<file path="config.mk">
export PLATFORM = sky130hd
export DESIGN_NAME = i2c_line_deglitch
export DESIGN_NICKNAME = d
export VERILOG_FILES = /design/src/rtl/i2c_deglitch_pkg.sv /design/src/rtl/dg_ctrl.sv /design/src/rtl/dg_lane.sv /design/src/rtl/i2c_line_deglitch.sv
export SDC_FILE = /design/constraint.sdc
export NUM_CORES = 1
export LEC_CHECK = 0
export ABC_AREA = 1
export BUFFER_PORTS_ARGS = -buffer_cell sky130_fd_sc_hd__buf_2
export CAP_MARGIN = 5
export CORE_MARGIN = 2
export CORE_UTILIZATION = 46
export CTS_BUF_LIST = sky130_fd_sc_hd__clkbuf_4
export DETAILED_ROUTE_END_ITERATION = 10
export GPL_TIMING_DRIVEN = 0
export PLACE_DENSITY = 0.65
export RECOVER_POWER = 50
export SYNTH_ARGS = -nofsm -noshare
export SYNTH_HDL_FRONTEND = slang
export SYNTH_SLANG_ARGS = --single-unit
</file>
<file path="constraint.sdc">
create_clock -name clk -period 3 [get_ports clk]
set_clock_uncertainty 0.1 [all_clocks]
set_input_delay 0.15 -clock clk [delete_from_list [all_inputs] [get_ports clk]]
set_output_delay 0.15 -clock clk [all_outputs]
set_load 0.02 [all_outputs]
</file>
<file path="src/rtl/i2c_deglitch_pkg.sv">
package i2c_deglitch_pkg;

  localparam int SEL_W = 3;
  localparam int CNT_W = 5;

  typedef struct packed {
    logic             passThru;
    logic             restart;
    logic [CNT_W-1:0] limit;
  } dgStrobes_t;

  function automatic logic [CNT_W-1:0] decodeSel(input logic [SEL_W-1:0] code);
    logic [CNT_W-1:0] len;
    case (code)
      3'd5:    len = CNT_W'(8);
      3'd6:    len = CNT_W'(16);
      3'd7:    len = CNT_W'(31);
      default: len = CNT_W'(code);
    endcase
    return len;
  endfunction

endpackage

</file>
<file path="src/rtl/dg_ctrl.sv">
module dg_ctrl
  import i2c_deglitch_pkg::*;
#(
  parameter int ARM_CYCLES = 3
) (
  input  logic             clk,
  input  logic             rstN,
  input  logic [SEL_W-1:0] selIn,
  input  logic             pktStart,
  output dgStrobes_t       strobes,
  output logic [CNT_W-1:0] latency
);
  localparam int ARM_W = $clog2(ARM_CYCLES + 1);

  logic [SEL_W-1:0] selPrev;
  logic [ARM_W-1:0] armCnt;
  logic [CNT_W-1:0] limit;
  logic             passThru;

  always_ff @(posedge clk or negedge rstN) begin
    if (!rstN) begin
      selPrev <= '0;
      armCnt  <= '0;
    end else begin
      selPrev <= selIn;
      if (pktStart)
        armCnt <= ARM_W'(ARM_CYCLES);
      else if (armCnt != '0)
        armCnt <= armCnt - 1'b1;
    end
  end

  always_comb begin
    limit            = decodeSel(selIn);
    passThru         = (selIn == '0) || pktStart || (armCnt != '0);
    strobes.passThru = passThru;
    strobes.restart  = (selIn != selPrev);
    strobes.limit    = limit;
    latency          = passThru ? '0 : limit;
  end

endmodule

</file>
<file path="src/rtl/dg_lane.sv">
module dg_lane
  import i2c_deglitch_pkg::*;
(
  input  logic       clk,
  input  logic       rstN,
  input  logic       rawIn,
  input  dgStrobes_t strobes,
  output logic       filtOut
);
  logic             held;
  logic [CNT_W-1:0] cnt;
  logic [CNT_W-1:0] base;
  logic [CNT_W:0]   nextCnt;

  always_comb begin
    base    = strobes.restart ? '0 : cnt;
    nextCnt = {1'b0, base} + 1'b1;
  end

  always_ff @(posedge clk or negedge rstN) begin
    if (!rstN) begin
      held <= 1'b1;
      cnt  <= '0;
    end else if (strobes.passThru) begin
      held <= rawIn;
      cnt  <= '0;
    end else if (rawIn == held) begin
      cnt <= '0;
    end else if (nextCnt >= {1'b0, strobes.limit}) begin
      held <= rawIn;
      cnt  <= '0;
    end else begin
      cnt <= nextCnt[CNT_W-1:0];
    end
  end

  assign filtOut = strobes.passThru ? rawIn : held;

endmodule

</file>
<file path="src/rtl/i2c_line_deglitch.sv">
module i2c_line_deglitch
  import i2c_deglitch_pkg::*;
#(
  parameter int ARM_CYCLES = 3
) (
  input  logic             clk,
  input  logic             rstN,
  input  logic             sclRaw,
  input  logic             sdaRaw,
  input  logic [SEL_W-1:0] filtSel,
  input  logic             pktStart,
  output logic             sclOut,
  output logic             sdaOut,
  output logic [CNT_W-1:0] dlyCycles
);
  localparam int LANES = 2;

  dgStrobes_t       strobes;
  logic [LANES-1:0] rawBus;
  logic [LANES-1:0] outBus;

  assign rawBus = {sdaRaw, sclRaw};

  dg_ctrl #(.ARM_CYCLES(ARM_CYCLES)) u_ctrl (
    .clk      (clk),
    .rstN     (rstN),
    .selIn    (filtSel),
    .pktStart (pktStart),
    .strobes  (strobes),
    .latency  (dlyCycles)
  );

  for (genvar g = 0; g < LANES; g++) begin : g_lane
    dg_lane u_lane (
      .clk     (clk),
      .rstN    (rstN),
      .rawIn   (rawBus[g]),
      .strobes (strobes),
      .filtOut (outBus[g])
    );
  end

  assign sclOut = outBus[0];
  assign sdaOut = outBus[1];

endmodule

</file>
==> flow_metrics.tcl <==
set metrics [dict create \
    clock_sinks 17 \
    num_io_pins 15 \
    rows 19 \
    max-cap-violations 0 \
    yosysSeqAreaShare_pct 33.7 \
    root_buffer "clkbuf_4" \
    viasPerCell 4.90 \
    synth-seq-cells 17 \
    critPathTopFamily "buffers and inverters" \
    critPathLaunch "filtSel[0]" \
    clkLatencyLatePin_ns 0.30 \
    critPathLaunchType "primary input" \
    htree_levels 1 \
    place_congestion 0.831 \
    crit_buf_inv 5 \
    tightest_slew_ns 0.949 \
    cp-end-kind "flop" \
    wl_per_cell_um 11.3 \
    clock_path_buffers 2 \
    syn_to_final_growth_pct 16.3 \
    first_global_vias 1075 \
    vdd_drop_max_v 0.000233 \
    core_mm2 0.00269 \
    synth.avg_cell_area_um2 7.35 \
    netlist_area_mm2 0.00127 \
    drtIter0Drc 21 \
    p_leak_uw 0.000747 \
    cpMaxStageDelayCell "dlygate4sd3_1" \
    antenna-diode-count 0 \
    die_y_um 56.6 \
    post-place-ws_ns 0.433 \
    finalSetupTns_ns 0 \
    die_w_um 56.6 \
    slew-limit-headroom_pct 36.8 \
    nets 220 \
    pwr_density_cell_mw_per_mm2 312 \
    slew_violations 0 \
    grt_overflow 0 \
    grt_pass1_wl_um 4490 \
    endpoint "g_lane[0].u_lane.cnt[4]" \
    ant_nets 0 \
    slowest_delay_ns 0.53 \
    wirelength_um 2590 \
    reg2regPathDepth 14 \
    dieArea_mm2 0.00320 \
    synth_cells 173 \
    cp_common_cell "nand2_1" \
    hold_violations 0 \
    r2r-start "u_ctrl.selPrev[1]" \
    path_cells "dlygate4sd3_1 -> buf_2 -> inv_1 -> nand2_1 -> nand2_1 -> nand4_1 -> inv_1 -> ha_1 -> xnor2_1 -> clkinv_1 -> ha_1 -> nand2_1 -> nand2_1 -> nand2_1 -> nand2_1 -> nand2_1 -> nand3_2 -> nor2_1" \
    synth_warnings 0 \
    setup_violations 0 \
    status "completed" \
    post_cts_buffers 0 \
    drive_above_1_share_pct 17.7 \
    fin_crit_sh_pct 91.2 \
    path_max_fanout 7 \
    numCtsBuffers 3 \
    worst_slack_ns 0.265 \
    min_period_ns 2.74 \
    grtUsageTotal_pct 18.2 \
    ys_types 22 \
    drc_errors 0 \
    portBuffers 14 \
    syn_nets 194 \
    grt_max_degree 18 \
    start_util_pct 47.3 \
    cp.required_ns 3.12 \
    fill_cells 275 \
    dr_total_vias 1123 \
    arrival_ns 2.85 \
    dpl.hpwl_um 2080 \
    fmax_ghz 0.366 \
    hold_class "in -> async" \
    path_clk_slew_ns 0.11 \
    crit_type "in -> reg" \
    firstDrtPassIters 7 \
    antenna_found_initial 0 \
    rsz0062_at_grt "no" \
    rr_endpoint "g_lane[0].u_lane.cnt[4]" \
    crit_cells 18 \
    tritoncts "built" \
    reg2reg_slack_ns 0.43 \
]
## cell families (layout without fill, tap and decap cells)
group                      Yosys count  count (layout)  share of synthesized area, %
and+or+nand+nor                     93              93                          33.9
buffers and inverters               34              59                          10.0
DFF                                 17              17                          33.7
adders and majority gates           13              13                          12.8
AOI/OAI and AO/OA                    9               9                          3.84
xor gates and xnor gates             5               5                          4.04
muxes                                2               2                          1.77
## final cells by class
class | count | area [um^2] | share of cell area, %
Clock buffer | 3 | 22.5 | 1.52
Clock inverter | 1 | 5.00 | 0.338
Inverter | 34 | 128 | 8.63
Multi-Input combinational cell | 122 | 718 | 48.6
Sequential cell | 17 | 428 | 28.9
Tap cell | 31 | 38.8 | 2.62
Timing Repair Buffer | 21 | 139 | 9.39
## layout by cell type, fill, tap and decap left out, drive strengths merged
cell          n
a21oi         2
and2          2
buf          13
clkbuf        4
clkinv        3
dfrtp        15
dfstp         2
dlygate4sd3   7
ha           13
inv          32
mux2          2
nand2        46
nand3        11
nand4         6
nor2         27
o21ai         5
o22ai         1
o31ai         1
or2           1
xnor2         3
xor2          2
## synthesized netlist by cell type
library cell  number  area share, %
nand2_1           46             14
inv_1             32            9.4
nor2_1            20            5.9
dfrtp_1           15             30
ha_1              13             13
nand3_1            7            2.8
nor2_2             7            3.4
nand4_1            6            3.0
o21ai_0            5            2.0
nand3_2            3            2.4
a21oi_1            2           0.79
and2_1             2           0.98
clkinv_1           2           0.59
dfstp_2            2            4.1
mux2_2             2            1.8
xnor2_1            2            1.4
xor2_1             2            1.4
nand3_4            1            1.4
o22ai_1            1           0.49
o31ai_1            1           0.59
or2_2              1           0.49
xnor2_2            1            1.3
## worst reg2reg max path, cell delays in order (launching register included)
cell and delay (ns):
dfrtp_1 0.41, xnor2_2 0.23, nand4_1 0.23, inv_1 0.15, ha_1 0.22, xnor2_1 0.14, clkinv_1 0.12, ha_1 0.30
nand2_1 0.06, nand2_1 0.05, nand2_1 0.05, nand2_1 0.05, nand2_1 0.09, nand3_2 0.15, nor2_1 0.14
## metrics by stage
stage	hold WS [ns]	area (um^2)	utilization (%)	power (uW)	cells
after floorplan	-0.246	1270	-	308	173
after global placement	-0.00445	1380	51.4	333	218
after detailed placement	-0.00689	1380	51.4	337	218
after CTS	0.197	1480	55.0	466	229
after global routing	0.443	1480	55.1	491	229
final	0.396	1480	55.1	462	229
## report_power, final
part / internal [uW] / switching [uW] / leakage (uW)
logic: 34.2 / 58.1 / 0.000513
registers: 240 / 6.55 / 0.000216
clock network: 49.6 / 72.9 / 0.0000177
## routing by layer
metal  track usage [%]  part of all wire, %
met1              22.4                   46
met2              32.1                   50
met3              2.07                  2.0
met4              7.14                  1.9
met5                 0                    0
## state kept, by name, summed over array words and instances (netlist names)
signal	count
u_ctrl.armCnt	2
g_lane.u_lane.held	2
g_lane.u_lane.cnt	10
u_ctrl.selPrev	3
## timing repair
item	4_1_cts	5_1_grt
hold buffers	7	0
endpoints found under the setup margin	0	2
resized for setup	0	1
endpoints found under the hold margin	24	0
## worst min path at each step
stage / from / end / slack [ns]
after floorplan: rstN / g_lane[0].u_lane.cnt[0] / -0.25
after global placement: rstN / u_ctrl.selPrev[2] / -0.004
after detailed placement: rstN / u_ctrl.selPrev[0] / -0.007
after CTS: rstN / u_ctrl.selPrev[0] / 0.20
after global routing: u_ctrl.armCnt[0] / u_ctrl.armCnt[0] / 0.44
final: rstN / u_ctrl.selPrev[2] / 0.40
No activity file was read; power rests on OpenSTA's default activity.
